==> src/rtl/dac_quad_pkg.sv <==
package dac_quad_pkg;

    // Register offsets (byte addresses) seen by the host.
    localparam int unsigned MODE_OFS    = 'h02;
    localparam int unsigned RANGE_OFS   = 'h12;
    localparam int unsigned DATA_BASE   = 'h14;
    localparam int unsigned DATA_STRIDE = 2;

    // Mode register fields.
    localparam int unsigned EN_BIT  = 1;
    localparam int unsigned BUF_BIT = 0;

    // Range register: channel n sits at (TOP - n) in each field.
    localparam int unsigned BIP_TOP  = 7;
    localparam int unsigned GAIN_TOP = 11;

    // Decoded bus access for the shared registers.
    typedef struct packed {
        logic mode_wr;
        logic mode_rd;
        logic rng_wr;
        logic rng_rd;
    } shared_hit_t;

endpackage

==> src/rtl/dac_bus_decode.sv <==
module dac_bus_decode
    import dac_quad_pkg::*;
#(
    parameter int unsigned NUM_CH = 4,
    parameter int unsigned ADDR_W = 8
) (
    input  logic [ADDR_W-1:0] bus_addr,
    input  logic              bus_wr,
    input  logic              bus_rd,
    output shared_hit_t       shared_hit,
    output logic [NUM_CH-1:0] data_wr
);

    localparam logic [ADDR_W-1:0] MODE_A  = ADDR_W'(MODE_OFS);
    localparam logic [ADDR_W-1:0] RANGE_A = ADDR_W'(RANGE_OFS);

    always_comb begin
        shared_hit         = '0;
        shared_hit.mode_wr = bus_wr && (bus_addr == MODE_A);
        shared_hit.mode_rd = bus_rd && (bus_addr == MODE_A);
        shared_hit.rng_wr  = bus_wr && (bus_addr == RANGE_A);
        shared_hit.rng_rd  = bus_rd && (bus_addr == RANGE_A);
    end

    for (genvar g = 0; g < NUM_CH; g++) begin : g_data_hit
        localparam logic [ADDR_W-1:0] CH_A = ADDR_W'(DATA_BASE + DATA_STRIDE * g);
        assign data_wr[g] = bus_wr && (bus_addr == CH_A);
    end

endmodule

==> src/rtl/dac_mode_regs.sv <==
module dac_mode_regs
    import dac_quad_pkg::*;
#(
    parameter int unsigned NUM_CH = 4,
    parameter int unsigned BUS_W  = 16
) (
    input  logic              clk,
    input  logic              rst_n,
    input  shared_hit_t       shared_hit,
    input  logic [BUS_W-1:0]  wdata,
    output logic              en_q,
    output logic              en_d,
    output logic              buffered_q,
    output logic              commit,
    output logic [NUM_CH-1:0] rng_bipolar,
    output logic [NUM_CH-1:0] rng_gain
);

    typedef struct packed {
        logic              en;
        logic              buffered;
        logic [NUM_CH-1:0] bip_stage;
        logic [NUM_CH-1:0] gain_stage;
        logic [NUM_CH-1:0] bip;
        logic [NUM_CH-1:0] gain;
    } mode_state_t;

    mode_state_t st_d, st_q;

    // Bits of the bus word that no field of these registers occupies.
    logic unused_wbits;
    assign unused_wbits = ^{wdata[BUS_W-1:GAIN_TOP+1], wdata[BIP_TOP-NUM_CH:EN_BIT+1]};

    always_comb begin
        st_d = st_q;
        if (shared_hit.mode_wr) begin
            st_d.en       = wdata[EN_BIT];
            st_d.buffered = wdata[BUF_BIT];
        end
        if (shared_hit.rng_wr) begin
            for (int n = 0; n < NUM_CH; n++) begin
                st_d.bip_stage[n]  = wdata[BIP_TOP - n];
                st_d.gain_stage[n] = wdata[GAIN_TOP - n];
            end
        end
        if (shared_hit.rng_rd) begin
            st_d.bip  = st_q.bip_stage;
            st_d.gain = st_q.gain_stage;
        end
    end

    always_ff @(posedge clk or negedge rst_n) begin
        if (!rst_n) begin
            st_q <= '0;
        end else begin
            st_q <= st_d;
        end
    end

    assign en_q        = st_q.en;
    assign en_d        = st_d.en;
    assign buffered_q  = st_q.buffered;
    assign commit      = shared_hit.mode_rd && st_q.en && st_q.buffered;
    assign rng_bipolar = st_q.bip;
    assign rng_gain    = st_q.gain;


    range_hold_chk: assert property (@(posedge clk) disable iff (!rst_n)
        !shared_hit.rng_rd |=> ($stable(rng_bipolar) && $stable(rng_gain)));


    range_apply_chk: assert property (@(posedge clk) disable iff (!rst_n)
        (shared_hit.rng_rd && !shared_hit.rng_wr) |=>
            (rng_bipolar == $past(st_q.bip_stage) && rng_gain == $past(st_q.gain_stage)));


    mode_hold_chk: assert property (@(posedge clk) disable iff (!rst_n)
        !shared_hit.mode_wr |=> ($stable(en_q) && $stable(buffered_q)));

endmodule

==> src/rtl/dac_chan_slot.sv <==
module dac_chan_slot #(
    parameter int unsigned DATA_W = 12
) (
    input  logic              clk,
    input  logic              rst_n,
    input  logic              en_q,
    input  logic              en_d,
    input  logic              buffered_q,
    input  logic              wr_hit,
    input  logic [DATA_W-1:0] wdata,
    input  logic              commit,
    output logic [DATA_W-1:0] code
);

    localparam logic [DATA_W-1:0] MID_CODE = DATA_W'(1) << (DATA_W - 1);

    typedef struct packed {
        logic [DATA_W-1:0] staged;
        logic [DATA_W-1:0] applied;
        logic [DATA_W-1:0] code;
    } slot_state_t;

    slot_state_t sl_d, sl_q;

    always_comb begin
        sl_d = sl_q;
        if (wr_hit && en_q) begin
            sl_d.staged = wdata;
        end
        if (commit) begin
            sl_d.applied = sl_q.staged;
        end
        if (wr_hit && en_q && !buffered_q) begin
            sl_d.applied = wdata;
        end
        sl_d.code = en_d ? sl_d.applied : MID_CODE;
    end

    always_ff @(posedge clk or negedge rst_n) begin
        if (!rst_n) begin
            sl_q.staged  <= '0;
            sl_q.applied <= '0;
            sl_q.code    <= MID_CODE;
        end else begin
            sl_q <= sl_d;
        end
    end

    assign code = sl_q.code;


    disabled_mid_chk: assert property (@(posedge clk) disable iff (!rst_n)
        !en_d |=> (code == MID_CODE));


    drop_when_off_chk: assert property (@(posedge clk) disable iff (!rst_n)
        (wr_hit && !en_q) |=> ($stable(sl_q.staged) && $stable(sl_q.applied)));


    direct_update_chk: assert property (@(posedge clk) disable iff (!rst_n)
        (wr_hit && en_q && !buffered_q) |=> (code == $past(wdata)));


    staged_hold_chk: assert property (@(posedge clk) disable iff (!rst_n)
        (wr_hit && en_q && buffered_q && !commit) |=> $stable(code));


    commit_copy_chk: assert property (@(posedge clk) disable iff (!rst_n)
        (commit && !wr_hit) |=> (sl_q.applied == $past(sl_q.staged)));

endmodule

==> src/rtl/dac_quad_if.sv <==
module dac_quad_if
    import dac_quad_pkg::*;
#(
    parameter int unsigned NUM_CH = 4,
    parameter int unsigned DATA_W = 12,
    parameter int unsigned BUS_W  = 16,
    parameter int unsigned ADDR_W = 8
) (
    input  logic                     clk,
    input  logic                     rst_n,
    input  logic [ADDR_W-1:0]        bus_addr,
    input  logic [BUS_W-1:0]         bus_wdata,
    input  logic                     bus_wr,
    input  logic                     bus_rd,
    output logic [NUM_CH*DATA_W-1:0] dac_code,
    output logic [NUM_CH-1:0]        rng_bipolar,
    output logic [NUM_CH-1:0]        rng_gain
);

    shared_hit_t       shared_hit;
    logic [NUM_CH-1:0] data_wr;
    logic              en_q;
    logic              en_d;
    logic              buffered_q;
    logic              commit;

    dac_bus_decode #(
        .NUM_CH (NUM_CH),
        .ADDR_W (ADDR_W)
    ) i_decode (
        .bus_addr   (bus_addr),
        .bus_wr     (bus_wr),
        .bus_rd     (bus_rd),
        .shared_hit (shared_hit),
        .data_wr    (data_wr)
    );

    dac_mode_regs #(
        .NUM_CH (NUM_CH),
        .BUS_W  (BUS_W)
    ) i_mode (
        .clk         (clk),
        .rst_n       (rst_n),
        .shared_hit  (shared_hit),
        .wdata       (bus_wdata),
        .en_q        (en_q),
        .en_d        (en_d),
        .buffered_q  (buffered_q),
        .commit      (commit),
        .rng_bipolar (rng_bipolar),
        .rng_gain    (rng_gain)
    );

    for (genvar g = 0; g < NUM_CH; g++) begin : g_slot
        dac_chan_slot #(
            .DATA_W (DATA_W)
        ) i_slot (
            .clk        (clk),
            .rst_n      (rst_n),
            .en_q       (en_q),
            .en_d       (en_d),
            .buffered_q (buffered_q),
            .wr_hit     (data_wr[g]),
            .wdata      (bus_wdata[DATA_W-1:0]),
            .commit     (commit),
            .code       (dac_code[g*DATA_W +: DATA_W])
        );
    end


    idle_bus_chk: assert property (@(posedge clk) disable iff (!rst_n)
        (!bus_wr && !bus_rd) |=> ($stable(dac_code) && $stable(rng_bipolar) && $stable(rng_gain)));

endmodule

==> config.mk <==
export PLATFORM = sky130hd
export DESIGN_NAME = dac_quad_if
export DESIGN_NICKNAME = d
export VERILOG_FILES = /design/src/rtl/dac_quad_pkg.sv /design/src/rtl/dac_bus_decode.sv /design/src/rtl/dac_mode_regs.sv /design/src/rtl/dac_chan_slot.sv /design/src/rtl/dac_quad_if.sv
export SDC_FILE = /design/constraint.sdc
export NUM_CORES = 1
export LEC_CHECK = 0
export ABC_AREA = 1
export CAP_MARGIN = 5
export CORE_MARGIN = 4
export CORE_UTILIZATION = 30
export DETAILED_ROUTE_END_ITERATION = 8
export SLEW_MARGIN = 20
export SYNTH_ARGS = -nofsm -noshare
export SYNTH_HDL_FRONTEND = slang
export SYNTH_SLANG_ARGS = --single-unit
==> constraint.sdc <==
create_clock -name clk -period 2.6 [get_ports clk]
set_clock_uncertainty 0.2 [all_clocks]
set_input_delay 0.52 -clock clk [delete_from_list [all_inputs] [get_ports clk]]
set_output_delay 0.52 -clock clk [all_outputs]
set_load 0.01 [all_outputs]
==> flow_summary.json <==
{
  "status": "complete, no violations",
  "yosysSeqAreaShare": 0.577,
  "max_slew_margin": 0.659,
  "cp.required_ns": 1.88,
  "dieHeight_um": 161,
  "utilization": 0.367,
  "worst_pin_slew_ns": 0.511,
  "max_stage_delay_ns": 0.54,
  "wl_per_cell_um": 14.9,
  "port-buffer-count": 79,
  "cts_tree": "done",
  "ff2ff_setup_slack_ns": 0.89,
  "num_rows": 55,
  "ys_ff_latch": 162,
  "grt_overflow": 0,
  "die_w_um": 161,
  "final_cells": 1158,
  "cts_root_buf": "clkbuf_16",
  "dp_hpwl_um": 11100,
  "post_cts_resized": 0,
  "ios": 84,
  "layout_commonest_cell": "nand2_1",
  "final_nets": 860,
  "drc_errors": 0,
  "die-area_sq_mm": 0.0260,
  "critPathKind": "reg -> out",
  "hold_class": "reg -> reg",
  "clockBufferDepth": 2,
  "crit_chain": "clkdlybuf4s50_1",
  "htree_levels": 4,
  "ys_types": 19,
  "p_per_area_mw_per_mm2": 674,
  "hold_ws_ns": 0.284,
  "hold_path_depth": 2,
  "timing.rr.start": "i_mode.en_q",
  "placed_cells": 1125,
  "setup_slack_ns": 0.379,
  "cts_setup_buffers": 0,
  "syn_area_sq_mm": 0.00703,
  "hold_viol": 0,
  "maxSlewViolCount": 0,
  "cap_violations": 0,
  "syn_nets": 828,
  "gp_congestion": 0.821,
  "power.leakage_nw": 4.34,
  "first_iter_violations": 446,
  "hold_start": "g_slot[0].i_slot.sl_q[34]",
  "rsz0062_at_grt": "no",
  "cp_slowest_cell": "dfstp_2",
  "coreArea_sq_mm": 0.0228,
  "grt_pass1_wl_um": 28100,
  "grt_max_degree": 53,
  "path_clk_slew_ns": 0.07,
  "grt_pass1_vias": 5089,
  "path_buf_inv": 1,
  "critPathMaxFanout": 1,
  "antenna_found_initial": 0,
  "tns_ns": 0,
  "min_period_ns": 2.22,
  "synth.avg_cell_area_sq_um": 8.79,
  "antenna_cells": 0,
  "crit_arrival_ns": 1.50,
  "crit_family": "flip-flops",
  "startpoint_type": "flop",
  "final_layout_size_suffix_gt1_frac": 0.0970,
  "clk_latency_ns": 0.44,
  "yosys.area.top_type": "dfrtp_1",
  "pre_cts_ws_ns": 0.102,
  "yosys.area.top_type_share": 0.562,
  "clock-sinks": 162,
  "final_cell_mix": "nand2_1, dfrtp_1, nand3_1, inv_1, clkdlybuf4s50_1",
  "fin_crit_sh": 0.854,
  "start_util": 0.308,
  "peakVddDrop_uv": 346,
  "numCtsBuffers": 17,
  "endpoint_kind": "output pin",
  "dr.pass1.iters": 5,
  "timing.fmax_mhz": 450,
  "routed_wl_um": 17300,
  "yosysWarnings": 0,
  "vias_per_cell": 4.44,
  "vias": 5139,
  "final_antenna_net_count": 0,
  "timing.rr.end": "g_slot[0].i_slot.code[0]",
  "report.final.setup_viol": 0,
  "syn_inst": 800,
  "holdPathEnd": "g_slot[0].i_slot.sl_q[34]",
  "area_delta_synth_final_pct": 19.2,
  "grt_util_all_layers": 0.138,
  "reg2reg_depth": 9,
  "ys_top_cells_by_area": "dfrtp_1, nand2_1, nand3_1, buf_4, inv_1"
}
-- worst min-delay path, stage by stage (launching register included) --
cell	delay (ns)
dfrtp_1	0.34
nand2_1	0.05
o21ai_0	0.06
-- registers in the layout, indices dropped and copies added (netlist names) --
register,cells
g_slot.i_slot.sl_q,96
g_slot.i_slot.code,48
i_mode.st_q,8
i_mode.rng_bipolar,4
i_mode.rng_gain,4
i_mode.buffered_q,1
i_mode.en_q,1
-- Yosys cell counts --
| cell type | count |
|---|---|
| buf_1 | 1 |
| buf_2 | 13 |
| buf_4 | 65 |
| buf_6 | 4 |
| clkbuf_1 | 12 |
| dfrtp_1 | 158 |
| dfstp_2 | 4 |
| inv_1 | 79 |
| inv_2 | 7 |
| nand2_1 | 203 |
| nand2_2 | 1 |
| nand3_1 | 123 |
| nand3_2 | 3 |
| nand4_1 | 2 |
| nor2_1 | 53 |
| nor2_2 | 6 |
| o21ai_0 | 49 |
| o21ai_1 | 16 |
| o21ai_4 | 1 |
-- where the power goes --
part,total (mW),internal [mW],leakage (nW),switching [mW]
combinational,0.550,0.234,1.88,0.316
clock,2.35,1.26,0.255,1.09
sequential,2.75,2.69,2.20,0.0603
-- routing by layer --
layer / global-route usage / vias to the layer above / share of wire
li1: - / 2506 / -
met3: 0.0327 / 19 / 0.052
met4: 0.0481 / 0 / 0.016
met1: 0.187 / 2476 / 0.46
met2: 0.217 / 138 / 0.47
met5: 0 / - / 0
-- logic make-up (layout without fill, tap and decap cells) --
logic type             count (synthesis)  count (layout)  share of synthesized area
DFF                                  162             162                      0.577
buffers and inverters                181             226                      0.138
AOI/OAI and AO/OA                     66              66                     0.0486
and+or+nand+nor                      391             391                      0.236
-- layout make-up --
type / count / area (sq um)
Sequential cell: 162 / 4060
Timing Repair Buffer: 108 / 1060
Fill cell: 2394 / 14500
Inverter: 86 / 323
Multi-Input combinational cell: 457 / 2000
Tap cell: 313 / 392
Clock inverter: 13 / 103
Clock buffer: 19 / 443
-- how the worst max path moves through the flow --
stage	depth (start not counted)	endpoint	slack, ns	start
after floorplan	7	g_slot[0].i_slot.code[0]	0.86	bus_addr[7]
after global placement	10	g_slot[1].i_slot.code[11]	0.13	bus_addr[7]
after global routing	1	dac_code[11]	0.34	g_slot[0].i_slot.code[11]
after detailed placement	9	g_slot[0].i_slot.code[0]	0.10	bus_addr[7]
after CTS	1	dac_code[11]	0.35	g_slot[0].i_slot.code[11]
final	1	dac_code[23]	0.38	g_slot[1].i_slot.code[11]
-- what timing repair did --
item,in CTS,in global routing
hold endpoints to repair,47,0
hold buffers,1,0
endpoints found under the setup margin,0,0
-- per-stage QoR --
| stage | instance area (sq um) | power [mW] |
|---|---|---|
| CTS | 8390 | 5.72 |
| finish | 8390 | 5.65 |
| floorplan | 7030 | 3.11 |
| global route | 8390 | 5.91 |
| detailed placement | 7830 | 3.36 |
| global placement | 7830 | 3.35 |
Note: power is estimated with default switching activity, not from simulation.
